## config.mk

```make
export PLATFORM = sky130hd
export DESIGN_NAME = rx_mbox_lock_ctrl
export DESIGN_NICKNAME = d
export VERILOG_FILES = /design/src/rtl/rx_lock_pkg.sv /design/src/rtl/rx_lock_tracker.sv /design/src/rtl/rx_hold_buffer.sv /design/src/rtl/rx_movein_engine.sv /design/src/rtl/rx_mbox_store.sv /design/src/rtl/rx_mbox_lock_ctrl.sv
export SDC_FILE = /design/constraint.sdc
export NUM_CORES = 2
export LEC_CHECK = 0
export BUFFER_PORTS_ARGS = -buffer_cell sky130_fd_sc_hd__buf_4
export CORE_UTILIZATION = 30
export CTS_CLUSTER_DIAMETER = 40
export DETAILED_ROUTE_END_ITERATION = 10
export GPL_TIMING_DRIVEN = 0
export MAX_ROUTING_LAYER = met4
export PLACE_DENSITY = 0.57
export SYNTH_ARGS = -nofsm -noshare
export SYNTH_HDL_FRONTEND = slang
export SYNTH_SLANG_ARGS = --single-unit
```

## constraint.sdc

```tcl
create_clock -name clk -period 4.55 [get_ports clk]
set_input_delay 0.2275 -clock clk [delete_from_list [all_inputs] [get_ports clk]]
set_output_delay 0.2275 -clock clk [all_outputs]
set_load 0.1 [all_outputs]
```

## src/rtl/rx_lock_pkg.sv

```systemverilog
package rx_lock_pkg;

  localparam logic [3:0] CODE_INACTIVE = 4'b0000;
  localparam logic [3:0] CODE_EMPTY    = 4'b0100;
  localparam logic [3:0] CODE_FULL     = 4'b0010;
  localparam logic [3:0] CODE_OVERRUN  = 4'b0110;
  localparam int         BUSY_BIT      = 0;
  localparam int         TX_BIT        = 3;
  localparam logic [3:0] BUSY_MASK     = 4'b0001;

  // Receive mailbox, occupied, not under move-in.
  function automatic logic code_lockable(input logic [3:0] c, input logic strict);
    return !c[TX_BIT] && !c[BUSY_BIT] && (c != CODE_INACTIVE) &&
           !(strict && (c == CODE_EMPTY));
  endfunction

  // Code after a completed move-in; the busy bit is dropped.
  function automatic logic [3:0] code_after_fill(input logic [3:0] c);
    logic [3:0] base;
    base = c & ~BUSY_MASK;
    return ((base == CODE_FULL) || (base == CODE_OVERRUN)) ? CODE_OVERRUN : CODE_FULL;
  endfunction

endpackage

```

## src/rtl/rx_lock_tracker.sv

```systemverilog
module rx_lock_tracker
  import rx_lock_pkg::*;
#(
  parameter  int NUM_MB = 8,
  localparam int IDX_W  = $clog2(NUM_MB)
) (
  input  logic             clk,
  input  logic             rst_n,
  input  logic             strict_empty,
  input  logic             cs_rd_vld,
  input  logic [IDX_W-1:0] cs_rd_idx,
  input  logic [3:0]       cs_rd_code,
  input  logic             timer_rd,
  input  logic             deact_vld,
  input  logic [IDX_W-1:0] deact_idx,
  output logic             lock_vld,
  output logic [IDX_W-1:0] lock_idx,
  output logic             lock_nxt_vld,
  output logic [IDX_W-1:0] lock_nxt_idx
);

  logic             vld_q;
  logic [IDX_W-1:0] idx_q;
  logic             vld_d;
  logic [IDX_W-1:0] idx_d;
  logic             rd_killed;
  logic             upd_en;

  assign rd_killed = deact_vld && (deact_idx == cs_rd_idx);

  always_comb begin
    vld_d = vld_q;
    idx_d = idx_q;
    if (cs_rd_vld) begin
      if (code_lockable(cs_rd_code, strict_empty) && !rd_killed) begin
        vld_d = 1'b1;
        idx_d = cs_rd_idx;
      end else begin
        vld_d = 1'b0;
      end
    end else if (timer_rd) begin
      vld_d = 1'b0;
    end
    // deactivation has the last word
    if (deact_vld && vld_d && (idx_d == deact_idx)) begin
      vld_d = 1'b0;
    end
  end

  assign upd_en = cs_rd_vld || timer_rd || deact_vld;

  always_ff @(posedge clk or negedge rst_n) begin
    if (!rst_n) begin
      vld_q <= 1'b0;
      idx_q <= '0;
    end else if (upd_en) begin
      vld_q <= vld_d;
      idx_q <= idx_d;
    end
  end

  assign lock_vld     = vld_q;
  assign lock_idx     = idx_q;
  assign lock_nxt_vld = vld_d;
  assign lock_nxt_idx = idx_d;


  unlock_timer_chk: assert property (@(posedge clk) disable iff (!rst_n)
    (timer_rd && !cs_rd_vld) |=> !lock_vld);


  deact_unlock_chk: assert property (@(posedge clk) disable iff (!rst_n)
    deact_vld |=> !(lock_vld && (lock_idx == $past(deact_idx))));


  nolock_code_chk: assert property (@(posedge clk) disable iff (!rst_n)
    (cs_rd_vld && ((cs_rd_code == CODE_INACTIVE) || cs_rd_code[TX_BIT] || cs_rd_code[BUSY_BIT]))
    |=> !lock_vld);

endmodule

```

## src/rtl/rx_hold_buffer.sv

```systemverilog
module rx_hold_buffer
#(
  parameter  int NUM_MB = 8,
  parameter  int WORDS  = 4,
  parameter  int WORD_W = 32,
  localparam int IDX_W  = $clog2(NUM_MB),
  localparam int FRM_W  = WORDS * WORD_W
) (
  input  logic              clk,
  input  logic              rst_n,
  input  logic              req_vld,
  input  logic [IDX_W-1:0]  req_idx,
  input  logic [FRM_W-1:0]  req_data,
  input  logic [NUM_MB-1:0] inval,
  input  logic              deact_vld,
  input  logic [IDX_W-1:0]  deact_idx,
  input  logic              take,
  output logic              pend,
  output logic [IDX_W-1:0]  idx,
  output logic [FRM_W-1:0]  data
);

  logic             pend_q;
  logic             pend_d;
  logic [IDX_W-1:0] idx_q;
  logic [FRM_W-1:0] data_q;
  logic             accept;
  logic             cancel;

  assign accept = req_vld && !inval[req_idx] && !(deact_vld && (deact_idx == req_idx));
  assign cancel = pend_q && deact_vld && (deact_idx == idx_q);

  always_comb begin
    pend_d = pend_q;
    if (accept) begin
      pend_d = 1'b1;
    end else if (take || cancel) begin
      pend_d = 1'b0;
    end
  end

  always_ff @(posedge clk or negedge rst_n) begin
    if (!rst_n) begin
      pend_q <= 1'b0;
    end else begin
      pend_q <= pend_d;
    end
  end

  // a newer frame simply overwrites the held one
  always_ff @(posedge clk or negedge rst_n) begin
    if (!rst_n) begin
      idx_q  <= '0;
      data_q <= '0;
    end else if (accept) begin
      idx_q  <= req_idx;
      data_q <= req_data;
    end
  end

  assign pend = pend_q;
  assign idx  = idx_q;
  assign data = data_q;


  hold_load_chk: assert property (@(posedge clk) disable iff (!rst_n)
    (req_vld && !inval[req_idx] && !(deact_vld && (deact_idx == req_idx)))
    |=> (pend && (idx == $past(req_idx))));

endmodule

```

## src/rtl/rx_movein_engine.sv

```systemverilog
module rx_movein_engine
#(
  parameter  int NUM_MB = 8,
  parameter  int WORDS  = 4,
  parameter  int WORD_W = 32,
  localparam int IDX_W  = $clog2(NUM_MB),
  localparam int CNT_W  = (WORDS > 1) ? $clog2(WORDS) : 1,
  localparam int FRM_W  = WORDS * WORD_W
) (
  input  logic              clk,
  input  logic              rst_n,
  input  logic              hold_pend,
  input  logic [IDX_W-1:0]  hold_idx,
  input  logic [FRM_W-1:0]  hold_data,
  input  logic              lock_nxt_vld,
  input  logic [IDX_W-1:0]  lock_nxt_idx,
  input  logic              deact_vld,
  input  logic [IDX_W-1:0]  deact_idx,
  output logic              start,
  output logic              act,
  output logic [IDX_W-1:0]  idx,
  output logic [CNT_W-1:0]  cnt,
  output logic [WORD_W-1:0] word,
  output logic              done
);

  localparam logic [CNT_W-1:0] LAST = CNT_W'(WORDS - 1);

  logic             act_q, act_d;
  logic [CNT_W-1:0] cnt_q, cnt_d;
  logic [IDX_W-1:0] idx_q;
  logic [FRM_W-1:0] stage_q;
  logic             blocked;
  logic             abort;
  logic [WORD_W-1:0] stg_words [WORDS];

  for (genvar w = 0; w < WORDS; w++) begin : g_word
    assign stg_words[w] = stage_q[w*WORD_W +: WORD_W];
  end

  // lock is resolved first: the next-state lock decides the start
  assign blocked = lock_nxt_vld && (lock_nxt_idx == hold_idx);
  assign start   = hold_pend && !act_q && !blocked &&
                   !(deact_vld && (deact_idx == hold_idx));
  assign abort   = act_q && deact_vld && (deact_idx == idx_q);

  always_comb begin
    act_d = act_q;
    cnt_d = cnt_q;
    if (start) begin
      act_d = 1'b1;
      cnt_d = '0;
    end else if (act_q) begin
      if (abort || (cnt_q == LAST)) begin
        act_d = 1'b0;
      end else begin
        cnt_d = cnt_q + CNT_W'(1);
      end
    end
  end

  always_ff @(posedge clk or negedge rst_n) begin
    if (!rst_n) begin
      act_q <= 1'b0;
      cnt_q <= '0;
    end else begin
      act_q <= act_d;
      cnt_q <= cnt_d;
    end
  end

  always_ff @(posedge clk or negedge rst_n) begin
    if (!rst_n) begin
      idx_q   <= '0;
      stage_q <= '0;
    end else if (start) begin
      idx_q   <= hold_idx;
      stage_q <= hold_data;
    end
  end

  assign act  = act_q;
  assign idx  = idx_q;
  assign cnt  = cnt_q;
  assign word = stg_words[cnt_q];
  assign done = act_q && (cnt_q == LAST) && !abort;


  word_step_chk: assert property (@(posedge clk) disable iff (!rst_n)
    (act && !abort && (cnt != LAST)) |=> (act && (cnt == $past(cnt) + CNT_W'(1))));

endmodule

```

## src/rtl/rx_mbox_store.sv

```systemverilog
module rx_mbox_store
  import rx_lock_pkg::*;
#(
  parameter  int NUM_MB = 8,
  parameter  int WORDS  = 4,
  parameter  int WORD_W = 32,
  localparam int IDX_W  = $clog2(NUM_MB),
  localparam int CNT_W  = (WORDS > 1) ? $clog2(WORDS) : 1
) (
  input  logic              clk,
  input  logic              rst_n,
  input  logic              deact_vld,
  input  logic [IDX_W-1:0]  deact_idx,
  input  logic              round_start,
  input  logic              cfg_vld,
  input  logic [IDX_W-1:0]  cfg_idx,
  input  logic [3:0]        cfg_code,
  input  logic              mv_start,
  input  logic [IDX_W-1:0]  mv_start_idx,
  input  logic              mv_act,
  input  logic [IDX_W-1:0]  mv_idx,
  input  logic [CNT_W-1:0]  mv_cnt,
  input  logic [WORD_W-1:0] mv_word,
  input  logic              mv_done,
  input  logic [IDX_W-1:0]  cs_rd_idx,
  output logic [3:0]        cs_rd_code,
  input  logic [IDX_W-1:0]  dat_rd_idx,
  input  logic [CNT_W-1:0]  dat_rd_word,
  output logic [WORD_W-1:0] dat_rd_data,
  output logic [NUM_MB-1:0] busy,
  output logic [NUM_MB-1:0] inval
);

  logic [3:0]        code_arr [NUM_MB];
  logic [WORD_W-1:0] data_arr [NUM_MB][WORDS];

  for (genvar m = 0; m < NUM_MB; m++) begin : g_mb
    localparam logic [IDX_W-1:0] MB = IDX_W'(m);

    logic [3:0] code_q, code_d;
    logic       code_en;
    logic       inv_q, inv_d, inv_en;
    logic       deact_hit, start_hit, done_hit, cfg_hit, mv_here;

    assign mv_here   = mv_act && (mv_idx == MB);
    assign deact_hit = deact_vld && (deact_idx == MB);
    assign start_hit = mv_start && (mv_start_idx == MB);
    assign done_hit  = mv_done && (mv_idx == MB);
    assign cfg_hit   = cfg_vld && (cfg_idx == MB) && !mv_here;

    always_comb begin
      code_d = code_q;
      if (deact_hit) begin
        code_d = CODE_INACTIVE;
      end else if (done_hit) begin
        code_d = code_after_fill(code_q);
      end else if (start_hit) begin
        code_d = code_q | BUSY_MASK;
      end else if (cfg_hit) begin
        // software cannot fake a move-in in progress
        code_d = cfg_code[TX_BIT] ? cfg_code : (cfg_code & ~BUSY_MASK);
      end
    end

    assign code_en = deact_hit || done_hit || start_hit || cfg_hit;

    always_ff @(posedge clk or negedge rst_n) begin
      if (!rst_n) begin
        code_q <= CODE_INACTIVE;
      end else if (code_en) begin
        code_q <= code_d;
      end
    end

    always_comb begin
      inv_d = inv_q;
      if (deact_hit) begin
        inv_d = 1'b1;
      end else if (round_start) begin
        inv_d = 1'b0;
      end
    end

    assign inv_en = deact_hit || round_start;

    always_ff @(posedge clk or negedge rst_n) begin
      if (!rst_n) begin
        inv_q <= 1'b0;
      end else if (inv_en) begin
        inv_q <= inv_d;
      end
    end

    for (genvar w = 0; w < WORDS; w++) begin : g_wd
      logic [WORD_W-1:0] word_q;
      logic              word_en;

      assign word_en = mv_here && (mv_cnt == CNT_W'(w));

      always_ff @(posedge clk or negedge rst_n) begin
        if (!rst_n) begin
          word_q <= '0;
        end else if (word_en) begin
          word_q <= mv_word;
        end
      end

      assign data_arr[m][w] = word_q;
    end

    assign code_arr[m] = code_q;
    assign busy[m]     = code_q[BUSY_BIT] && !code_q[TX_BIT];
    assign inval[m]    = inv_q;
  end

  assign cs_rd_code  = code_arr[cs_rd_idx];
  assign dat_rd_data = data_arr[dat_rd_idx][dat_rd_word];


  busy_single_chk: assert property (@(posedge clk) disable iff (!rst_n)
    $countones(busy) <= 1);


  deact_inval_chk: assert property (@(posedge clk) disable iff (!rst_n)
    deact_vld |=> inval[$past(deact_idx)]);

endmodule

```

## src/rtl/rx_mbox_lock_ctrl.sv

```systemverilog
module rx_mbox_lock_ctrl
  import rx_lock_pkg::*;
#(
  parameter  int NUM_MB = 8,
  parameter  int WORDS  = 4,
  parameter  int WORD_W = 32,
  localparam int IDX_W  = $clog2(NUM_MB),
  localparam int CNT_W  = (WORDS > 1) ? $clog2(WORDS) : 1,
  localparam int FRM_W  = WORDS * WORD_W
) (
  input  logic              clk,
  input  logic              rst_n,
  input  logic              strict_empty,
  input  logic              cs_rd_vld,
  input  logic [IDX_W-1:0]  cs_rd_idx,
  output logic [3:0]        cs_rd_code,
  input  logic              timer_rd,
  input  logic              deact_vld,
  input  logic [IDX_W-1:0]  deact_idx,
  input  logic              round_start,
  input  logic              cfg_vld,
  input  logic [IDX_W-1:0]  cfg_idx,
  input  logic [3:0]        cfg_code,
  input  logic [IDX_W-1:0]  dat_rd_idx,
  input  logic [CNT_W-1:0]  dat_rd_word,
  output logic [WORD_W-1:0] dat_rd_data,
  input  logic              mi_req_vld,
  input  logic [IDX_W-1:0]  mi_req_idx,
  input  logic [FRM_W-1:0]  mi_req_data,
  output logic              lock_vld,
  output logic [IDX_W-1:0]  lock_idx,
  output logic              hold_pend,
  output logic [NUM_MB-1:0] mb_busy,
  output logic [NUM_MB-1:0] mb_inval
);

  logic              lock_nxt_vld;
  logic [IDX_W-1:0]  lock_nxt_idx;
  logic [IDX_W-1:0]  hold_idx;
  logic [FRM_W-1:0]  hold_data;
  logic              mv_start;
  logic              mv_act;
  logic [IDX_W-1:0]  mv_idx;
  logic [CNT_W-1:0]  mv_cnt;
  logic [WORD_W-1:0] mv_word;
  logic              mv_done;

  rx_lock_tracker #(.NUM_MB(NUM_MB)) u_lock (
    .clk          (clk),
    .rst_n        (rst_n),
    .strict_empty (strict_empty),
    .cs_rd_vld    (cs_rd_vld),
    .cs_rd_idx    (cs_rd_idx),
    .cs_rd_code   (cs_rd_code),
    .timer_rd     (timer_rd),
    .deact_vld    (deact_vld),
    .deact_idx    (deact_idx),
    .lock_vld     (lock_vld),
    .lock_idx     (lock_idx),
    .lock_nxt_vld (lock_nxt_vld),
    .lock_nxt_idx (lock_nxt_idx)
  );

  rx_hold_buffer #(.NUM_MB(NUM_MB), .WORDS(WORDS), .WORD_W(WORD_W)) u_hold (
    .clk       (clk),
    .rst_n     (rst_n),
    .req_vld   (mi_req_vld),
    .req_idx   (mi_req_idx),
    .req_data  (mi_req_data),
    .inval     (mb_inval),
    .deact_vld (deact_vld),
    .deact_idx (deact_idx),
    .take      (mv_start),
    .pend      (hold_pend),
    .idx       (hold_idx),
    .data      (hold_data)
  );

  rx_movein_engine #(.NUM_MB(NUM_MB), .WORDS(WORDS), .WORD_W(WORD_W)) u_move (
    .clk          (clk),
    .rst_n        (rst_n),
    .hold_pend    (hold_pend),
    .hold_idx     (hold_idx),
    .hold_data    (hold_data),
    .lock_nxt_vld (lock_nxt_vld),
    .lock_nxt_idx (lock_nxt_idx),
    .deact_vld    (deact_vld),
    .deact_idx    (deact_idx),
    .start        (mv_start),
    .act          (mv_act),
    .idx          (mv_idx),
    .cnt          (mv_cnt),
    .word         (mv_word),
    .done         (mv_done)
  );

  rx_mbox_store #(.NUM_MB(NUM_MB), .WORDS(WORDS), .WORD_W(WORD_W)) u_store (
    .clk          (clk),
    .rst_n        (rst_n),
    .deact_vld    (deact_vld),
    .deact_idx    (deact_idx),
    .round_start  (round_start),
    .cfg_vld      (cfg_vld),
    .cfg_idx      (cfg_idx),
    .cfg_code     (cfg_code),
    .mv_start     (mv_start),
    .mv_start_idx (hold_idx),
    .mv_act       (mv_act),
    .mv_idx       (mv_idx),
    .mv_cnt       (mv_cnt),
    .mv_word      (mv_word),
    .mv_done      (mv_done),
    .cs_rd_idx    (cs_rd_idx),
    .cs_rd_code   (cs_rd_code),
    .dat_rd_idx   (dat_rd_idx),
    .dat_rd_word  (dat_rd_word),
    .dat_rd_data  (dat_rd_data),
    .busy         (mb_busy),
    .inval        (mb_inval)
  );


  lock_vs_move_chk: assert property (@(posedge clk) disable iff (!rst_n)
    !(mv_act && lock_vld && (lock_idx == mv_idx)));

endmodule

```

==> results_dict.tcl <==
set metrics [dict create \
    status "finished with violations" \
    violations "capacitance limit, slew limit" \
    cts_setup_buffers 0 \
    start_util 0.302 \
    critPathLaunchType "flop" \
    synthArstFlopShare 1.00 \
    ys_warn_count 0 \
    cap_viol_max_count 3 \
    rows 161 \
    post_drt_wl_per_cell_um 24.9 \
    core-area_um2 192000 \
    synth_top_cell_by_area "dfrtp_1" \
    drt-total-wl_um 203000 \
    syn-num-nets 5060 \
    first_pass_iters 6 \
    arrival_ns 5.23 \
    clock_sinks 1334 \
    fin_crit_sh 0.995 \
    drtIter0Drc 4051 \
    grt_pass1_vias 44072 \
    pin_count 215 \
    cts.htree.levels 4 \
    tightest_slew_ns 1.56 \
    synth_cell_types 52 \
    use_met2 0.334 \
    worstPathRequired_ns 5.25 \
    syn-cell-area_um2 58000 \
    clk_path_buf_depth 3 \
    via_per_inst 5.26 \
    synth_simple_gate_area_frac 0.0834 \
    ys.flop_type "dfrtp_1" \
    fin_area_um2 71400 \
    cts-root-buf "clkbuf_16" \
    vias 42875 \
    synth_top_area_frac 0.575 \
    hold_viol_final 0 \
    peakVddDrop_mv 0.377 \
    die_area_um2 195000 \
    synth_seq_cells 1334 \
    place_area_um2 63000 \
    portBuffers 206 \
    worst-setup-path-type "flop to flop" \
    numCtsBuffers 190 \
    synth_xor_area_frac 0.00272 \
    postRouteAntennaNets 0 \
    die_y_um 442 \
    max_freq_mhz 221 \
    globalRouteMet3Util 0.0424 \
    synth_top_family_by_area "multiplexers" \
    antenna_found_initial 15 \
    cts_tree "yes" \
    hold_class "primary input to asynchronous set/reset pin" \
    final_core_util 0.371 \
    overflow 0 \
    synth_area_leaders "dfrtp_1 58%, mux4_2 13%, o21ai_0 9.4%" \
    clk_pin_slew_ns 0.06 \
    layout.nets 5615 \
    clock_latency_ns 0.81 \
    grt_use_met1 0.268 \
    setup_violations 0 \
    synth-edff-count 0 \
    grt_max_degree 180 \
    cp_max_fo 10 \
    power_density_nw_per_um2 748 \
    drive_above_1_share 0.222 \
    postSynthCellCount 4898 \
    drc 0 \
    place_congestion 0.894 \
    top_usage_layer "met2" \
    slew_headroom -0.0498 \
    synth_mux_area_frac 0.205 \
    yosys.area_share.adder 0.000863 \
    die_w_um 442 \
    grt_pass1_wl_um 298000 \
    drv_slew 7 \
    synth_compound_area_frac 0.100 \
    rsz0062_at_grt "yes" \
    place_hpwl_um 144000 \
    skew_ns 0.0377 \
    area_delta_synth_final_pct 23.1 \
    grtUsageTotal 0.212 \
    cellLeakagePower_nw 31.1 \
    syn_area_per_cell_um2 11.8 \
    power_w 0.0534 \
    crit_path_end_kind "flop" \
    period_needed_ns 4.53 \
    yosysSeqAreaShare 0.575 \
]
## power breakdown
group	internal, W	switching (W)	total [W]
logic	0.00629	0.0119	0.0182
registers	0.0166	0.00263	0.0192
clock network	0.0102	0.00582	0.0160
total	0.0331	0.0204	0.0534
## worst paths after layout
path,from,end,cells past startpoint,slack (ns)
setup / recovery,u_move.cnt[1],u_store.g_mb[4].g_wd[0].word_q[13],10,0.02
hold / removal,rst_n,u_hold.data[49],2,0.07
setup reg to reg,u_move.cnt[1],u_store.g_mb[4].g_wd[0].word_q[13],10,0.02
hold reg to reg,u_store.g_mb[6].g_wd[3].word_q[4],u_store.g_mb[6].g_wd[3].word_q[4],2,0.47
max in group asynchronous,rst_n,u_store.g_mb[6].g_wd[2].word_q[7],5,1.79
min in group clk,cs_rd_vld,u_lock.lock_vld,6,0.07
## Yosys cell counts, types with 5 or more instances
cell type,n
a21oi_1,7
mux2_1,16
inv_1,26
mux2_4,72
nor3_1,19
a211oi_1,8
nand3_1,13
buf_2,6
mux4_2,330
nand3b_1,6
nand4_1,8
nor2b_1,12
nor2_1,29
buf_6,11
a22o_1,5
o22ai_1,5
buf_1,34
xnor2_1,14
nand2b_1,8
o21ai_0,1088
nand2_1,1115
dfrtp_1,1334
mux2i_1,50
clkbuf_1,380
buf_4,8
mux2_2,241
a32o_1,5
or2_2,10
## layer usage
metal  part of all wire  routed length [um]
met5                  0                   0
met4              0.041                8280
met3              0.072               14600
met2               0.48               96400
met1               0.41               83500
## state kept, by name (all words and copies together) (netlist names)
signal                    flops
u_move.idx                    3
u_move.act                    1
u_hold.idx                    3
u_move.cnt                    2
u_lock.lock_vld               1
u_move.stage_q              128
u_store.g_mb.code_q          32
u_hold.pend                   1
u_lock.lock_idx               3
u_store.g_mb.inv_q            8
u_store.g_mb.g_wd.word_q   1024
u_hold.data                 128
## layout make-up
cell class	count	area, um2
multi-input combinational	3099	22800
antenna	14	35.0
buffer	439	1790
tap	2526	3160
clock inverter	118	1620
sequential	1334	33400
clock buffer	237	5300
inverter	26	97.6
timing repair buffer	363	3270
fill	18614	121000
## critical path, cell delays in order (launching register included)
cell	delay [ns]
dfrtp_1	0.48
clkbuf_1	0.54
clkbuf_1	0.57
clkbuf_2	0.49
inv_1	0.12
ha_1	0.22
clkbuf_1	0.22
nand2_1	0.77
clkbuf_1	0.76
nand2_1	0.11
o21ai_0	0.12
## cell usage in the layout (no fill, tap or decap), drive strengths merged, types with 13 or more instances in the layout
master       Yosys  routed
mux2i           50      50
nor2            30      30
clkinv           0      31
bufinv           0      32
nand2         1115    1115
nor3            19      19
buf             59     278
inv             26      53
diode            0      14
o21ai         1089    1089
nand3           13      13
mux4           330     330
xnor2           14      14
mux2           329     329
dfrtp         1334    1334
clkinvlp         0      28
clkbuf         380     617
dlygate4sd3      0     142
## metrics by stage
stage	setup TNS, ns	hold WS (ns)	setup WS [ns]	instances
floorplan	0	-0.0681	1.35	4898
finish	0	0.0701	0.0240	8156
global route	-0.650	0.0790	-0.0795	8151
CTS	0	0.0214	0.0467	8141
detailed placement	-12.06	0.277	-0.279	7644
global placement	-	0.456	-13.02	7630
## repair_timing
| action | in CTS | in global routing |
|---|---|---|
| pin swaps | 0 | 0 |
| gates resized for setup | 3 | 4 |
| setup endpoints to repair | 118 | 33 |
| cloned | 0 | 0 |
| hold buffers | 142 | 0 |
| endpoints found under the hold margin | 297 | 0 |
## cells by family after synthesis
| family | after synthesis |
|---|---|
| AND/OR/NAND/NOR | 1233 |
| multiplexers | 709 |
| XOR/XNOR | 18 |
| flip-flops | 1334 |
| AO/OA/AOI/OAI | 1135 |
| buffers and inverters | 465 |
| adder cells (fa/ha/maj) | 4 |
Note: power is estimated with default switching activity, not from simulation.
